**src/rtl/uart_irq_timer_pkg.sv**
```systemverilog
package uart_irq_timer_pkg;
    localparam int PRESET_W = 16;
    localparam int REG_W    = 8;
    localparam int ADDR_W   = 4;

    localparam logic [ADDR_W-1:0] OFS_PINCHG = 4'd4;
    localparam logic [ADDR_W-1:0] OFS_STATUS = 4'd5;
    localparam logic [ADDR_W-1:0] OFS_PRE_HI = 4'd6;
    localparam logic [ADDR_W-1:0] OFS_PRE_LO = 4'd7;
    localparam logic [ADDR_W-1:0] OFS_START  = 4'd14;
    localparam logic [ADDR_W-1:0] OFS_STOP   = 4'd15;

    typedef enum logic {
        TMR_IDLE  = 1'b0,
        TMR_COUNT = 1'b1
    } tmr_state_e;
endpackage

```
**src/rtl/uit_timer.sv**
```systemverilog
module uit_timer
    import uart_irq_timer_pkg::*;
#(
    parameter int MULT_MAX = 4,
    localparam int MULT_W  = (MULT_MAX > 1) ? $clog2(MULT_MAX) : 1,
    localparam int CNT_W   = PRESET_W + MULT_W + 1
) (
    input  logic                clk,
    input  logic                rst_n,
    input  logic                wr_hi,
    input  logic                wr_lo,
    input  logic [REG_W-1:0]    wdata,
    input  logic                start,
    input  logic                stop,
    input  logic                tick,
    input  logic [MULT_W-1:0]   mult,
    output logic [PRESET_W-1:0] preset,
    output logic                expire,
    output logic                running
);
    tmr_state_e         state_q, state_d;
    logic [CNT_W-1:0]   remain_q;
    logic [CNT_W-1:0]   load_val;
    logic [CNT_W-1:0]   factor;

    assign factor   = CNT_W'(mult) + CNT_W'(1);
    assign load_val = CNT_W'(preset) * factor;

    always_ff @(posedge clk or negedge rst_n) begin
        if (!rst_n) begin
            preset <= '0;
        end else begin
            if (wr_hi) preset[PRESET_W-1:REG_W] <= wdata;
            if (wr_lo) preset[REG_W-1:0]        <= wdata;
        end
    end

    // state register
    always_ff @(posedge clk or negedge rst_n) begin
        if (!rst_n) state_q <= TMR_IDLE;
        else        state_q <= state_d;
    end

    always_comb begin
        state_d = state_q;
        unique case (state_q)
            TMR_IDLE:  if (start) state_d = TMR_COUNT;
            TMR_COUNT: begin
                if (stop)        state_d = TMR_IDLE;
                else if (start)  state_d = TMR_COUNT;
                else if (expire) state_d = TMR_IDLE;
            end
        endcase
    end

    // outputs
    always_comb begin
        running = (state_q == TMR_COUNT);
        expire  = running && !start && !stop &&
                  ((remain_q == '0) || (tick && remain_q == CNT_W'(1)));
    end

    always_ff @(posedge clk or negedge rst_n) begin
        if (!rst_n) begin
            remain_q <= '0;
        end else if (start) begin
            remain_q <= load_val;
        end else if (running && tick && remain_q != '0) begin
            remain_q <= remain_q - CNT_W'(1);
        end
    end
endmodule

```
**src/rtl/uit_inport.sv**
```systemverilog
module uit_inport #(
    parameter int PIN_N = 4
) (
    input  logic             clk,
    input  logic             rst_n,
    input  logic [PIN_N-1:0] pins,
    input  logic             clr,
    output logic [PIN_N-1:0] levels,
    output logic [PIN_N-1:0] flags,
    output logic             any_change
);
    for (genvar p = 0; p < PIN_N; p++) begin : g_pin
        logic lvl_q, flg_q;
        always_ff @(posedge clk or negedge rst_n) begin
            if (!rst_n) begin
                lvl_q <= 1'b0;
                flg_q <= 1'b0;
            end else begin
                lvl_q <= pins[p];
                flg_q <= (pins[p] != lvl_q) | (flg_q & ~clr);
            end
        end
        assign levels[p] = lvl_q;
        assign flags[p]  = flg_q;
    end

    assign any_change = |flags;
endmodule

```
**src/rtl/uit_status.sv**
```systemverilog
module uit_status
    import uart_irq_timer_pkg::*;
#(
    parameter int CH_N = 2
) (
    input  logic             clk,
    input  logic             rst_n,
    input  logic [CH_N-1:0]  tx_rdy,
    input  logic [CH_N-1:0]  rx_rdy,
    input  logic [CH_N-1:0]  brk_set,
    input  logic [CH_N-1:0]  brk_clr,
    input  logic             ct_expire,
    input  logic             ct_clear,
    input  logic             chg_any,
    input  logic             mask_we,
    input  logic [REG_W-1:0] mask_wdata,
    output logic [REG_W-1:0] status,
    output logic             irq
);
    localparam int CH_STRIDE = REG_W / CH_N;

    logic [REG_W-1:0] mask_q;
    logic             ready_q;

    for (genvar c = 0; c < CH_N; c++) begin : g_ch
        logic tx_q, rx_q, brk_q;
        always_ff @(posedge clk or negedge rst_n) begin
            if (!rst_n) begin
                tx_q  <= 1'b0;
                rx_q  <= 1'b0;
                brk_q <= 1'b0;
            end else begin
                tx_q  <= tx_rdy[c];
                rx_q  <= rx_rdy[c];
                brk_q <= brk_set[c] | (brk_q & ~brk_clr[c]);
            end
        end
        assign status[c*CH_STRIDE + 0] = tx_q;
        assign status[c*CH_STRIDE + 1] = rx_q;
        assign status[c*CH_STRIDE + 2] = brk_q;
    end

    assign status[3] = ready_q;
    assign status[7] = chg_any;

    always_ff @(posedge clk or negedge rst_n) begin
        if (!rst_n) begin
            ready_q <= 1'b0;
            mask_q  <= '0;
        end else begin
            if (ct_clear)       ready_q <= 1'b0;
            else if (ct_expire) ready_q <= 1'b1;
            if (mask_we) mask_q <= mask_wdata;
        end
    end

    assign irq = |(status & mask_q);
endmodule

```
**src/rtl/uart_irq_timer.sv**
```systemverilog
module uart_irq_timer
    import uart_irq_timer_pkg::*;
#(
    parameter int MULT_MAX = 4,
    parameter int PIN_N    = 4,
    localparam int MULT_W  = (MULT_MAX > 1) ? $clog2(MULT_MAX) : 1
) (
    input  logic              clk,
    input  logic              rst_n,
    input  logic              bus_sel,
    input  logic              bus_wr,
    input  logic [ADDR_W-1:0] bus_addr,
    input  logic [REG_W-1:0]  bus_wdata,
    output logic [REG_W-1:0]  bus_rdata,
    input  logic              tick,
    input  logic [MULT_W-1:0] tick_mult,
    input  logic [1:0]        tx_rdy,
    input  logic [1:0]        rx_rdy,
    input  logic [1:0]        brk_set,
    input  logic [1:0]        brk_clr,
    input  logic [PIN_N-1:0]  in_pins,
    output logic              irq
);
    logic                rd_en, wr_en;
    logic                tmr_start, tmr_stop, tmr_expire, tmr_running;
    logic [PRESET_W-1:0] preset;
    logic [PIN_N-1:0]    pin_lvl, pin_flags;
    logic                pin_any;
    logic [REG_W-1:0]    status;

    assign rd_en     = bus_sel & ~bus_wr;
    assign wr_en     = bus_sel &  bus_wr;
    assign tmr_start = rd_en && bus_addr == OFS_START;
    assign tmr_stop  = rd_en && bus_addr == OFS_STOP;

    uit_timer #(.MULT_MAX(MULT_MAX)) u_timer (
        .clk     (clk),
        .rst_n   (rst_n),
        .wr_hi   (wr_en && bus_addr == OFS_PRE_HI),
        .wr_lo   (wr_en && bus_addr == OFS_PRE_LO),
        .wdata   (bus_wdata),
        .start   (tmr_start),
        .stop    (tmr_stop),
        .tick    (tick),
        .mult    (tick_mult),
        .preset  (preset),
        .expire  (tmr_expire),
        .running (tmr_running)
    );

    uit_inport #(.PIN_N(PIN_N)) u_inport (
        .clk        (clk),
        .rst_n      (rst_n),
        .pins       (in_pins),
        .clr        (rd_en && bus_addr == OFS_PINCHG),
        .levels     (pin_lvl),
        .flags      (pin_flags),
        .any_change (pin_any)
    );

    uit_status #(.CH_N(2)) u_status (
        .clk        (clk),
        .rst_n      (rst_n),
        .tx_rdy     (tx_rdy),
        .rx_rdy     (rx_rdy),
        .brk_set    (brk_set),
        .brk_clr    (brk_clr),
        .ct_expire  (tmr_expire),
        .ct_clear   (tmr_start | tmr_stop),
        .chg_any    (pin_any),
        .mask_we    (wr_en && bus_addr == OFS_STATUS),
        .mask_wdata (bus_wdata),
        .status     (status),
        .irq        (irq)
    );

    always_comb begin
        case (bus_addr)
            OFS_PINCHG: bus_rdata = REG_W'({pin_flags, pin_lvl});
            OFS_STATUS: bus_rdata = status;
            OFS_PRE_HI: bus_rdata = preset[PRESET_W-1:REG_W];
            OFS_PRE_LO: bus_rdata = preset[REG_W-1:0];
            default:    bus_rdata = '0;
        endcase
    end
endmodule

```
**config.mk**
```make
export PLATFORM = sky130hd
export DESIGN_NAME = uart_irq_timer
export DESIGN_NICKNAME = d
export VERILOG_FILES = /design/src/rtl/uart_irq_timer_pkg.sv /design/src/rtl/uit_timer.sv /design/src/rtl/uit_inport.sv /design/src/rtl/uit_status.sv /design/src/rtl/uart_irq_timer.sv
export SDC_FILE = /design/constraint.sdc
export NUM_CORES = 1
export LEC_CHECK = 0
export CAP_MARGIN = 20
export CELL_PAD_IN_SITES_DETAIL_PLACEMENT = 0
export CELL_PAD_IN_SITES_GLOBAL_PLACEMENT = 1
export CORE_UTILIZATION = 35
export CTS_CLUSTER_DIAMETER = 150
export CTS_CLUSTER_SIZE = 12
export DETAILED_ROUTE_END_ITERATION = 10
export PLACE_DENSITY = 0.75
export SYNTH_ARGS = -nofsm -noshare
export SYNTH_HDL_FRONTEND = slang
export SYNTH_HIERARCHICAL = 1
export SYNTH_SLANG_ARGS = --single-unit
```
**constraint.sdc**
```tcl
create_clock -name clk -period 3.1 [get_ports clk]
set_clock_uncertainty 0.15 [all_clocks]
set_input_delay 0.62 -clock clk [delete_from_list [all_inputs] [get_ports clk]]
set_output_delay 0.62 -clock clk [all_outputs]
set_load 0.05 [all_outputs]
```
==> impl_metrics.py <==
metrics = {
    "timing": {
        "rsz0062_at_grt": "true",
        "worst_slew_pin_slew_ps": 513,
        "fmax_mhz": 307,
        "fin_setup_tns_ps": -630,
        "period_share_pct": 105,
        "slew_headroom_pct": 65.5,
        "hold_viol": 0,
        "setup_slack_ps": -152,
        "finalCriticalPeriod_ps": 3250,
        "setup_viol": 6,
        "maxSlewViolCount": 0,
    },
    "run_status": {
        "failed_checks": "setup timing",
        "status": "complete, but fails checks",
    },
    "worst_setup_path": {
        "critPathKind": "in2reg",
        "cp_cell_sequence": "buf_8, ha_4, and2_4, fa_1, ha_2, fa_2, a21o_1, a221oi_4, o21ai_2, a311o_1, xnor2_1, mux2i_1",
        "crit_path_end_kind": "register",
        "cp_max_fo": 3,
        "arrival_ps": 3310,
        "crit_slowest_cell": "fa_1",
        "slowest_delay_ps": 450,
        "start_kind": "input pin",
        "crit_required_ps": 3160,
    },
    "power": {
        "p_per_area_nw_per_um2": 596,
        "power_frac_comb_pct": 37.8,
        "clock_power_share_pct": 28.9,
        "internal_power_mw": 2.29,
        "net-switching-power_mw": 1.22,
        "vdd_ir_drop_max_mv": 0.294,
        "power.leakage_nw": 2.75,
        "seqPwrFrac_pct": 33.3,
        "p_sw_share_pct": 34.8,
    },
    "routing": {
        "drtIter0Drc": 202,
        "drtAntennaViolNets": 0,
        "drc": 0,
        "vias_per_cell": 4.96,
        "routed_wl_mm": 10.5,
        "post_drt_wl_per_cell_um": 15.0,
        "drt-pass1-iter-count": 4,
        "vias": 3489,
    },
    "job": {
        "cap_viol_max_count": 0,
    },
    "final_layout": {
        "drive_above_1_share_pct": 27.1,
        "antenna_cells": 0,
        "multi_input_area_sq_um": 2830,
        "area_delta_synth_final_pct": 32.5,
        "final_cell_area_sq_um": 5880,
        "fin_nets": 600,
        "fillCellCount": 1170,
        "ff_latch_area_sq_um": 1480,
    },
    "clock_tree": {
        "hold_buffers": 0,
        "clk_pin_slew_ps": 50,
        "cts_tree": "built",
        "cts-buffers-inserted": 9,
        "clock-sinks": 59,
        "htree_levels": 3,
        "clk_latency_ps": 330,
        "cts_buffer_depth": 2,
        "cts_root_buf": "clkbuf_16",
    },
    "die": {
        "die_x_um": 115,
        "io_pins": 40,
        "num_rows": 40,
        "core_area_sq_um": 12200,
        "die_y_um": 115,
        "die-area_sq_um": 13100,
        "initial_utilization_pct": 36.4,
    },
    "global_routing": {
        "grt_pass1_vias": 3655,
        "grt_usage_pct": 17.5,
        "antenna_found_initial": 0,
        "grt_pass1_wl_mm": 17.9,
        "grt_overflow_total": 0,
        "grt_start_max_net_pins": 34,
    },
    "placed_design": {
        "place_area_sq_um": 5410,
        "dp_hpwl_mm": 8.10,
        "place.gp.congestion": 0.837,
        "numPortBuffers": 39,
    },
    "hold_path": {
        "hp-class": "in2async",
    },
    "logic_synthesis": {
        "synth_ff_type": "dfrtp_1",
        "synthCells": 457,
        "synth_warnings": 6,
        "ys_seq_area_share_pct": 33.2,
        "synth-seq-cells": 59,
        "avgSynthCellArea_sq_um": 9.72,
        "syn-cell-area_sq_um": 4440,
        "synth_edf_count": 0,
        "async_reset_ff_share_pct": 100,
        "synthesis.nets": 525,
        "ys_types": 59,
    },
}
-- cell usage in the layout (no fill, tap or decap), types with 14 or more instances in the layout --
master	count
buf_4	48
clkdlybuf4s50_1	28
dfrtp_1	59
fa_1	14
ha_1	16
inv_1	37
mux2_2	17
mux2i_1	20
nand2_1	47
nand2b_1	16
nor2_1	21
xnor2_1	20
-- kinds of logic after synthesis --
family / Yosys count / synth area share [%]
XOR/XNOR: 30 / 5.92
flip-flops: 59 / 33.2
AND/OR/NAND/NOR: 141 / 17.1
buffers and inverters: 67 / 7.33
AO/OA/AOI/OAI: 77 / 11.6
adder cells (fa/ha/maj): 37 / 13.0
multiplexers: 46 / 11.9
-- worst max-delay path, delay by kind of cell --
family                     cells  cell delay, ps
buffers and inverters          1             100
xor gates and xnor gates       1             150
and+or+nand+nor                1             140
AOI/OAI and AO/OA              4             960
muxes                          1              80
adders and majority gates      4            1260
-- flip-flops by register name (all words and copies together), names as in the netlist --
register and flops:
u_status/g_ch.brk_q 2, u_timer/running 1, u_status/mask_q 8, u_timer/remain_q 19, u_inport/g_pin.flg_q 4, u_inport/g_pin.lvl_q 4
u_status/ready_q 1, u_status/g_ch.rx_q 2, u_status/g_ch.tx_q 2, u_timer/preset 16
-- Yosys cell counts, types with 14 or more instances --
| cell | instances | area, sq um |
|---|---|---|
| nor2_1 | 21 | 78.8 |
| dfrtp_1 | 59 | 1480 |
| mux2i_1 | 20 | 200 |
| o21ai_0 | 14 | 70.1 |
| xnor2_1 | 23 | 201 |
| buf_4 | 17 | 128 |
| nand2b_1 | 16 | 100 |
| fa_1 | 15 | 300 |
| nand2_1 | 48 | 180 |
| ha_1 | 22 | 275 |
| mux2_2 | 17 | 191 |
| inv_1 | 38 | 143 |
-- metal layers --
metal / track usage (%) / part of all wire, % / up-vias
met3: 3.65 / 2.9 / 22
li1: - / - / 1718
met1: 22.3 / 47 / 1684
met2: 28.7 / 48 / 65
met4: 7.53 / 2.8 / 0
met5: 0 / 0 / -
-- final timing paths --
kind | slack [ps] | cells past startpoint | startpoint | endpoint
setup / recovery | -150 | 12 | tick_mult[0] | u_timer/remain_q[14]$_DFFE_PN0P_
hold / removal | 80 | 1 | rst_n | u_timer/running$_DFF_PN0_
setup reg to reg | 10 | 10 | u_timer/preset[1]$_DFFE_PN0P_ | u_timer/remain_q[14]$_DFFE_PN0P_
hold reg to reg | 360 | 1 | u_status/mask_q[5]$_DFFE_PN0P_ | u_status/mask_q[5]$_DFFE_PN0P_
max in group asynchronous | 2040 | 2 | rst_n | u_timer/preset[13]$_DFFE_PN0P_
min in group clk | 360 | 1 | u_status/mask_q[5]$_DFFE_PN0P_ | u_status/mask_q[5]$_DFFE_PN0P_
-- what timing repair did --
action	in CTS	in global routing
endpoints found under the setup margin	12	10
resized for setup	22	11
setup buffers	3	2
pin swaps	17	16
-- power by group through the flow --
stage | combinational [mW] | sequential [mW] | clock (mW)
after floorplan | 0.887 | 1.11 | 0
after global placement | 1.24 | 1.16 | 0
after detailed placement | 1.26 | 1.18 | 0
after CTS | 1.31 | 1.17 | 1.04
after global routing | 1.47 | 1.19 | 1.07
final | 1.33 | 1.17 | 1.01
-- through the flow --
stage	hold WS, ps	power (mW)	instances	setup WS [ps]	util, %
2_1_floorplan	174	2.00	457	-381	-
3_3_place_gp	349	2.40	685	-902	44.3
3_5_place_dp	346	2.43	685	-956	44.3
4_1_cts	85.2	3.51	702	-210	47.5
5_1_grt	102	3.74	704	-264	48.2
6_report	80.1	3.51	704	-152	48.2
-- layout make-up --
cell class | count | area share [%]
Inverter | 38 | 2.42
Tap cell | 168 | 3.57
Timing Repair Buffer | 93 | 15.6
Sequential cell | 59 | 25.1
Clock inverter | 4 | 0.851
Clock buffer | 11 | 4.30
Multi-Input combinational cell | 331 | 48.1
(Power assumes the default switching activity.)
